<file path="src/rtl/rtc_pkg.sv">
package rtc_pkg;
  localparam int ADDR_W = 8;
  localparam logic [ADDR_W-1:0] ADDR_CNT_LO = 8'h00;
  localparam logic [ADDR_W-1:0] ADDR_CNT_HI = 8'h04;
  localparam logic [ADDR_W-1:0] ADDR_NUM    = 8'h10;
  localparam logic [ADDR_W-1:0] ADDR_DEN    = 8'h14;

  typedef enum logic [2:0] {
    SEL_NONE,
    SEL_CNT_LO,
    SEL_CNT_HI,
    SEL_NUM,
    SEL_DEN
  } reg_sel_e;

  function automatic reg_sel_e decode_addr(input logic [ADDR_W-1:0] a);
    case (a)
      ADDR_CNT_LO: return SEL_CNT_LO;
      ADDR_CNT_HI: return SEL_CNT_HI;
      ADDR_NUM:    return SEL_NUM;
      ADDR_DEN:    return SEL_DEN;
      default:     return SEL_NONE;
    endcase
  endfunction
endpackage

</file>
<file path="src/rtl/rtc_cfg_regs.sv">
module rtc_cfg_regs
  import rtc_pkg::*;
#(
  parameter int REG_W   = 32,
  parameter int FRAC_W  = 12,
  parameter int NUM_RST = 4,
  parameter int DEN_RST = 25
) (
  input  logic              clk,
  input  logic              rst_n,
  input  logic              wr_en,
  input  logic [ADDR_W-1:0] addr,
  input  logic [REG_W-1:0]  wdata,
  output logic [REG_W-1:0]  num_reg,
  output logic [REG_W-1:0]  den_reg,
  output logic [FRAC_W-1:0] num_frac,
  output logic [FRAC_W-1:0] den_frac,
  output logic              den_load
);
  reg_sel_e sel;

  always_comb sel = decode_addr(addr);

  always_ff @(posedge clk) begin
    if (!rst_n) begin
      num_reg <= REG_W'(NUM_RST);
      den_reg <= REG_W'(DEN_RST);
    end else if (wr_en) begin
      if (sel == SEL_NUM) num_reg <= wdata;
      if (sel == SEL_DEN) den_reg <= wdata;
    end
  end

  // the fraction is the low field; upper bits are storage only
  always_comb begin
    num_frac = num_reg[FRAC_W-1:0];
    den_frac = den_reg[FRAC_W-1:0];
    den_load = wr_en && (sel == SEL_DEN);
  end
endmodule

</file>
<file path="src/rtl/rtc_frac_accum.sv">
module rtc_frac_accum #(
  parameter int FRAC_W = 12
) (
  input  logic              clk,
  input  logic              rst_n,
  input  logic [FRAC_W-1:0] num,
  input  logic [FRAC_W-1:0] den,
  input  logic              clear,
  output logic              tick,
  output logic [FRAC_W-1:0] level
);
  localparam int SUM_W = FRAC_W + 1;

  logic [FRAC_W-1:0] acc_q;
  logic [SUM_W-1:0]  sum;
  logic              saturate;
  logic              reach;

  always_comb begin
    sum      = {1'b0, acc_q} + {1'b0, num};
    saturate = (num >= den);
    reach    = (sum >= {1'b0, den});
    tick     = !clear && (saturate || reach);
    level    = acc_q;
  end

  always_ff @(posedge clk) begin
    if (!rst_n) begin
      acc_q <= '0;
    end else if (clear) begin
      acc_q <= '0;
    end else if (saturate) begin
      acc_q <= '0;
    end else if (reach) begin
      acc_q <= FRAC_W'(sum - {1'b0, den});
    end else begin
      acc_q <= FRAC_W'(sum);
    end
  end
endmodule

</file>
<file path="src/rtl/rtc_count_core.sv">
module rtc_count_core #(
  parameter int COUNT_W = 64,
  localparam int HALF_W = COUNT_W / 2
) (
  input  logic               clk,
  input  logic               rst_n,
  input  logic               tick,
  input  logic               capture,
  output logic [COUNT_W-1:0] count,
  output logic [HALF_W-1:0]  hi_held
);
  always_ff @(posedge clk) begin
    if (!rst_n) begin
      count <= '0;
    end else if (tick) begin
      count <= count + 1'b1;
    end
  end

  always_ff @(posedge clk) begin
    if (!rst_n) begin
      hi_held <= '0;
    end else if (capture) begin
      hi_held <= count[COUNT_W-1:HALF_W];
    end
  end
endmodule

</file>
<file path="src/rtl/rtc_frac_counter.sv">
module rtc_frac_counter
  import rtc_pkg::*;
#(
  parameter int COUNT_W = 64,
  parameter int REG_W   = 32,
  parameter int FRAC_W  = 12,
  parameter int NUM_RST = 4,
  parameter int DEN_RST = 25
) (
  input  logic               clk,
  input  logic               rst_n,
  input  logic               reg_wr,
  input  logic               reg_rd,
  input  logic [ADDR_W-1:0]  reg_addr,
  input  logic [REG_W-1:0]   reg_wdata,
  output logic [REG_W-1:0]   reg_rdata,
  output logic               reg_rvalid,
  output logic [COUNT_W-1:0] count_o
);
  localparam int HALF_W = COUNT_W / 2;

  logic [REG_W-1:0]  num_reg;
  logic [REG_W-1:0]  den_reg;
  logic [FRAC_W-1:0] num_frac;
  logic [FRAC_W-1:0] den_frac;
  logic              den_load;
  logic              tick;
  logic [FRAC_W-1:0] acc_level;
  logic [HALF_W-1:0] hi_latch;
  logic              lo_read;
  reg_sel_e          rd_sel;
  logic [REG_W-1:0]  rd_mux;

  rtc_cfg_regs #(
    .REG_W(REG_W), .FRAC_W(FRAC_W), .NUM_RST(NUM_RST), .DEN_RST(DEN_RST)
  ) i_regs (
    .clk(clk), .rst_n(rst_n), .wr_en(reg_wr), .addr(reg_addr),
    .wdata(reg_wdata), .num_reg(num_reg), .den_reg(den_reg),
    .num_frac(num_frac), .den_frac(den_frac), .den_load(den_load)
  );

  rtc_frac_accum #(.FRAC_W(FRAC_W)) i_accum (
    .clk(clk), .rst_n(rst_n), .num(num_frac), .den(den_frac),
    .clear(den_load), .tick(tick), .level(acc_level)
  );

  rtc_count_core #(.COUNT_W(COUNT_W)) i_count (
    .clk(clk), .rst_n(rst_n), .tick(tick), .capture(lo_read),
    .count(count_o), .hi_held(hi_latch)
  );

  always_comb begin
    rd_sel  = decode_addr(reg_addr);
    lo_read = reg_rd && (rd_sel == SEL_CNT_LO);
    rd_mux  = '0;
    case (rd_sel)
      SEL_CNT_LO: rd_mux[HALF_W-1:0] = count_o[HALF_W-1:0];
      SEL_CNT_HI: rd_mux[HALF_W-1:0] = hi_latch;
      SEL_NUM:    rd_mux = num_reg;
      SEL_DEN:    rd_mux = den_reg;
      default:    rd_mux = '0;
    endcase
  end

  always_ff @(posedge clk) begin
    if (!rst_n) begin
      reg_rdata  <= '0;
      reg_rvalid <= 1'b0;
    end else begin
      reg_rvalid <= reg_rd;
      if (reg_rd) reg_rdata <= rd_mux;
    end
  end
endmodule

</file>
<file path="config.mk">
export PLATFORM = sky130hd
export DESIGN_NAME = rtc_frac_counter
export DESIGN_NICKNAME = d
export VERILOG_FILES = /design/src/rtl/rtc_pkg.sv /design/src/rtl/rtc_cfg_regs.sv /design/src/rtl/rtc_frac_accum.sv /design/src/rtl/rtc_count_core.sv /design/src/rtl/rtc_frac_counter.sv
export SDC_FILE = /design/constraint.sdc
export NUM_CORES = 1
export LEC_CHECK = 0
export BUFFER_PORTS_ARGS = -buffer_cell sky130_fd_sc_hd__buf_4
export CORE_MARGIN = 5
export CORE_UTILIZATION = 41
export CTS_BUF_LIST = sky130_fd_sc_hd__clkbuf_16
export DETAILED_ROUTE_END_ITERATION = 8
export PLACE_DENSITY = 0.65
export SLEW_MARGIN = 20
export SYNTH_ARGS = -nofsm -noshare
export SYNTH_HDL_FRONTEND = slang
export SYNTH_HIERARCHICAL = 1
export SYNTH_SLANG_ARGS = --single-unit
</file>
<file path="constraint.sdc">
create_clock -name clk -period 6.5 [get_ports clk]
set_input_delay 1.3 -clock clk [delete_from_list [all_inputs] [get_ports clk]]
set_output_delay 1.3 -clock clk [all_outputs]
set_load 0.005 [all_outputs]
</file>
==> summary.txt <==
STA
  – Min cycle time layout: 5.56 ns
  – Setup-failing EPs final: 0
  – Peak Freq: 180 MHz
  – Max_slew headroom: 31.0%
  – Setup Skew: 0.0174 ns
  – Total Negative Setup Slacks: 0 ns
  – Worst Tran Pin Value: 1.03 ns
  – RSZ-0062 raised after global routing: false
  – Final Hold Viols: 0
  – Slew Viols, Final: 0
  – Final period util: 85.5%
  – Worst hold margin: 0.456 ns

GRT
  – Pin count of the biggest net entering global routing: 69
  – Vias in the first global route: 8599
  – Initial antenna violation count: 0
  – Global-route wire length before repair: 50100 um
  – Gr usage total: 20.4%
  – Total grt overflow: 0

Min path
  – Hold Path Class: reg2reg
  – Hold path endpoint: i_regs/num_reg[31]
  – Hold path startpoint: i_regs/num_reg[31]
  – WHS Path Cells: 2

Critical path
  – R2R cell count: 18
  – Crit path required time: 6.92 ns
  – Critical path launch point type: flop
  – WS Path Type: reg2reg
  – Worst path max stage delay: 0.74 ns
  – CP max stage cell: a21oi_1
  – Worst Path Max Fanout: 15
  – CP cell instances: ha_1 -> inv_1 -> and3_1 -> a2111oi_0 -> o211ai_1 -> ha_1 -> nand2_1 -> nor3_1 -> o21ai_1 -> a21oi_1 -> a2111oi_4 -> buf_4 -> a21oi_1 -> nand3_1 -> nor4_4 -> nand4_1 -> or3_1 -> a21oi_1
  – Crit path max-delay family: simple AND/OR/NAND/NOR gates
  – Reg-to-reg setup timing slack: 0.94 ns
  – R2R Path Start: i_regs/num_reg[10]
  – Worst setup EP type: flop
  – WP data arrival: 5.98 ns
  – Reg-to-reg endpoint: i_count/count[63]
  – Most used cell, CP: a21oi_1
  – Buf/Inv on CP: 2

Detailed routing
  – Vias: 9096
  – Vias per cell: 5.73
  – DR DRC count: 0
  – DR pass1 iterations: 5
  – Routed Antenna Nets: 0
  – 1st-iter DRT viols: 783
  – Total Wirelength: 32200 um
  – DR WL/cell: 20.3 um

Layout
  – Biggest register: i_count/count
  – Area growth syn-to-layout: 15.2%
  – Fillers: 2537
  – Most frequent cells in the layout: dfxtp_1, buf_4, nand2_1
  – Multi-input logic area: 6260 um^2
  – Largest register FFs: 64
  – Layout cells sized above 1: 20.1%
  – Diodes inserted: 0
  – Storage cell area: 4100 um^2
  – Final nets: 1315
  – Commonest non-fill, non-tap cell in the layout: dfxtp_1

Power and ir drop
  – Peak VDD IR: 0.190 mV
  – Sw Ratio: 30.1%
  – Flop pwr share: 40.9%
  – Comb pwr share: 23.1%
  – Internal: 0.00225 W
  – Leakage: 5.35 nW
  – Clock power share: 36.0%
  – Net Sw Power: 0.000967 W
  – P per Cell Area: 253 nW/um^2

Place
  – Number of buffers added on ports: 140
  – GP Congestion: 0.812
  – DPL Wire Length: 23300 um

Clock network
  – PostCTS Resize Cnt: 0
  – Worst-path clk slew: 0.06 ns
  – Clock Tree Buf Depth: 3
  – Hold Buf Count CTS: 0
  – Post-CTS Setup Inserts: 0
  – Worst-Skew Late Latency: 0.51 ns
  – # H-tree levels: 1
  – CTS tree: built
  – TritonCTS buffer count: 23
  – CTS Sinks: 205
  – Root buffer cell: clkbuf_16

Synth
  – Fraction of registers with async set/reset: 0%
  – Cells after synthesis: 1146
  – Syn. warnings: 6
  – #FFs+latches synth: 205
  – Syn avg cell area: 9.61 um^2
  – Register area share after synthesis: 37.3%
  – Synthesized Nets: 1229
  – Synthesized cell area: 11000 um^2
  – Top_reg_cell synth: dfxtp_1
  – Post-synth EDFFs: 0
  – Yosys cell types: 73

Floorplan
  – Full die area: 30200 um^2
  – Width of the die: 174 um
  – Die span in y: 174 um
  – Site row count: 60
  – # IOs: 141
  – Initial Utilization: 41.2%
  – Core footprint: 26700 um^2

Status
  – Status: finished clean

Flow run
  – Number of max-cap violations: 0
-- metrics by stage --
step / total power (W) / std cells / setup WS (ns) / instance area (um^2) / utilization [%]
after floorplan: 0.00193 / 1146 / 2.08 / 11000 / -
after global placement: 0.00206 / 1548 / 1.16 / 12000 / 45.0
after detailed placement: 0.00207 / 1548 / 1.07 / 12000 / 45.0
after CTS: 0.00322 / 1587 / 1.02 / 12700 / 47.4
after global routing: 0.00336 / 1587 / 0.504 / 12700 / 47.4
final: 0.00321 / 1587 / 0.944 / 12700 / 47.4
-- layout make-up --
cell class	count	area share (%)
multi-input combinational	822	49.4
sequential	205	32.4
timing repair buffer	151	8.94
clock buffer	23	4.54
tap	341	3.36
inverter	29	0.858
clock inverter	16	0.562
-- cell usage after synthesis, drive strengths merged, types with 23 or more instances --
cell | number | area [um^2]
mux4 | 32 | 732
a21oi | 50 | 280
nand4 | 31 | 228
nor4 | 23 | 239
and3b | 32 | 280
inv | 29 | 109
clkbuf | 33 | 124
dfxtp | 205 | 4100
ha | 37 | 463
nand2 | 132 | 500
o21ai | 36 | 184
a41o | 32 | 320
xor2 | 28 | 245
nor2 | 99 | 374
xnor2 | 26 | 228
buf | 57 | 427
mux2i | 104 | 1040
nand3 | 44 | 243
-- logic make-up after synthesis --
group                    Yosys count  synth area share (%)
AO/OA/AOI/OAI                    156                  9.92
flip-flops                       205                  37.3
buffers and inverters            119                  5.99
AND/OR/NAND/NOR                  437                  21.9
XOR/XNOR                          54                  4.30
multiplexers                     136                  16.1
adder cells (fa/ha/maj)           39                  4.57
-- metal layers --
| layer | track usage (%) | wire length (um) | up-vias |
|---|---|---|---|
| met4 | 4.95 | 679 | 0 |
| met2 | 32.1 | 14500 | 285 |
| met1 | 29.4 | 15100 | 4432 |
| met3 | 3.34 | 1990 | 53 |
| li1 | - | - | 4326 |
| met5 | 0 | 0 | - |
-- power by group through the flow --
stage          registers [W]  logic [W]  clock network (W)
3_5_place_dp         0.00134   0.000733                  0
6_report             0.00131   0.000743            0.00116
2_1_floorplan        0.00133   0.000601                  0
5_1_grt              0.00132   0.000819            0.00122
3_3_place_gp         0.00134   0.000720                  0
4_1_cts              0.00131   0.000738            0.00117
-- worst register-to-register path, delay by kind of cell, from the launching register on --
family / cells / cell delay (ns)
flops: 1 / 0.36
buf+inv: 2 / 0.35
fa+ha+maj: 2 / 0.77
simple gates: 7 / 2.08
compound gates: 7 / 1.92
-- how the worst max path moves through the flow --
stage	start	end	slack, ns	cells past startpoint
2_1_floorplan	i_regs/num_reg[6]	i_count/count[25]	2.08	21
3_3_place_gp	i_regs/num_reg[6]	i_count/count[23]	1.16	19
3_5_place_dp	i_regs/num_reg[6]	i_count/count[63]	1.07	19
4_1_cts	i_regs/num_reg[6]	i_count/count[63]	1.02	19
5_1_grt	i_regs/num_reg[6]	i_count/count[55]	0.50	19
6_report	i_regs/num_reg[10]	i_count/count[63]	0.94	18
No activity file was read; power rests on OpenSTA's default activity.
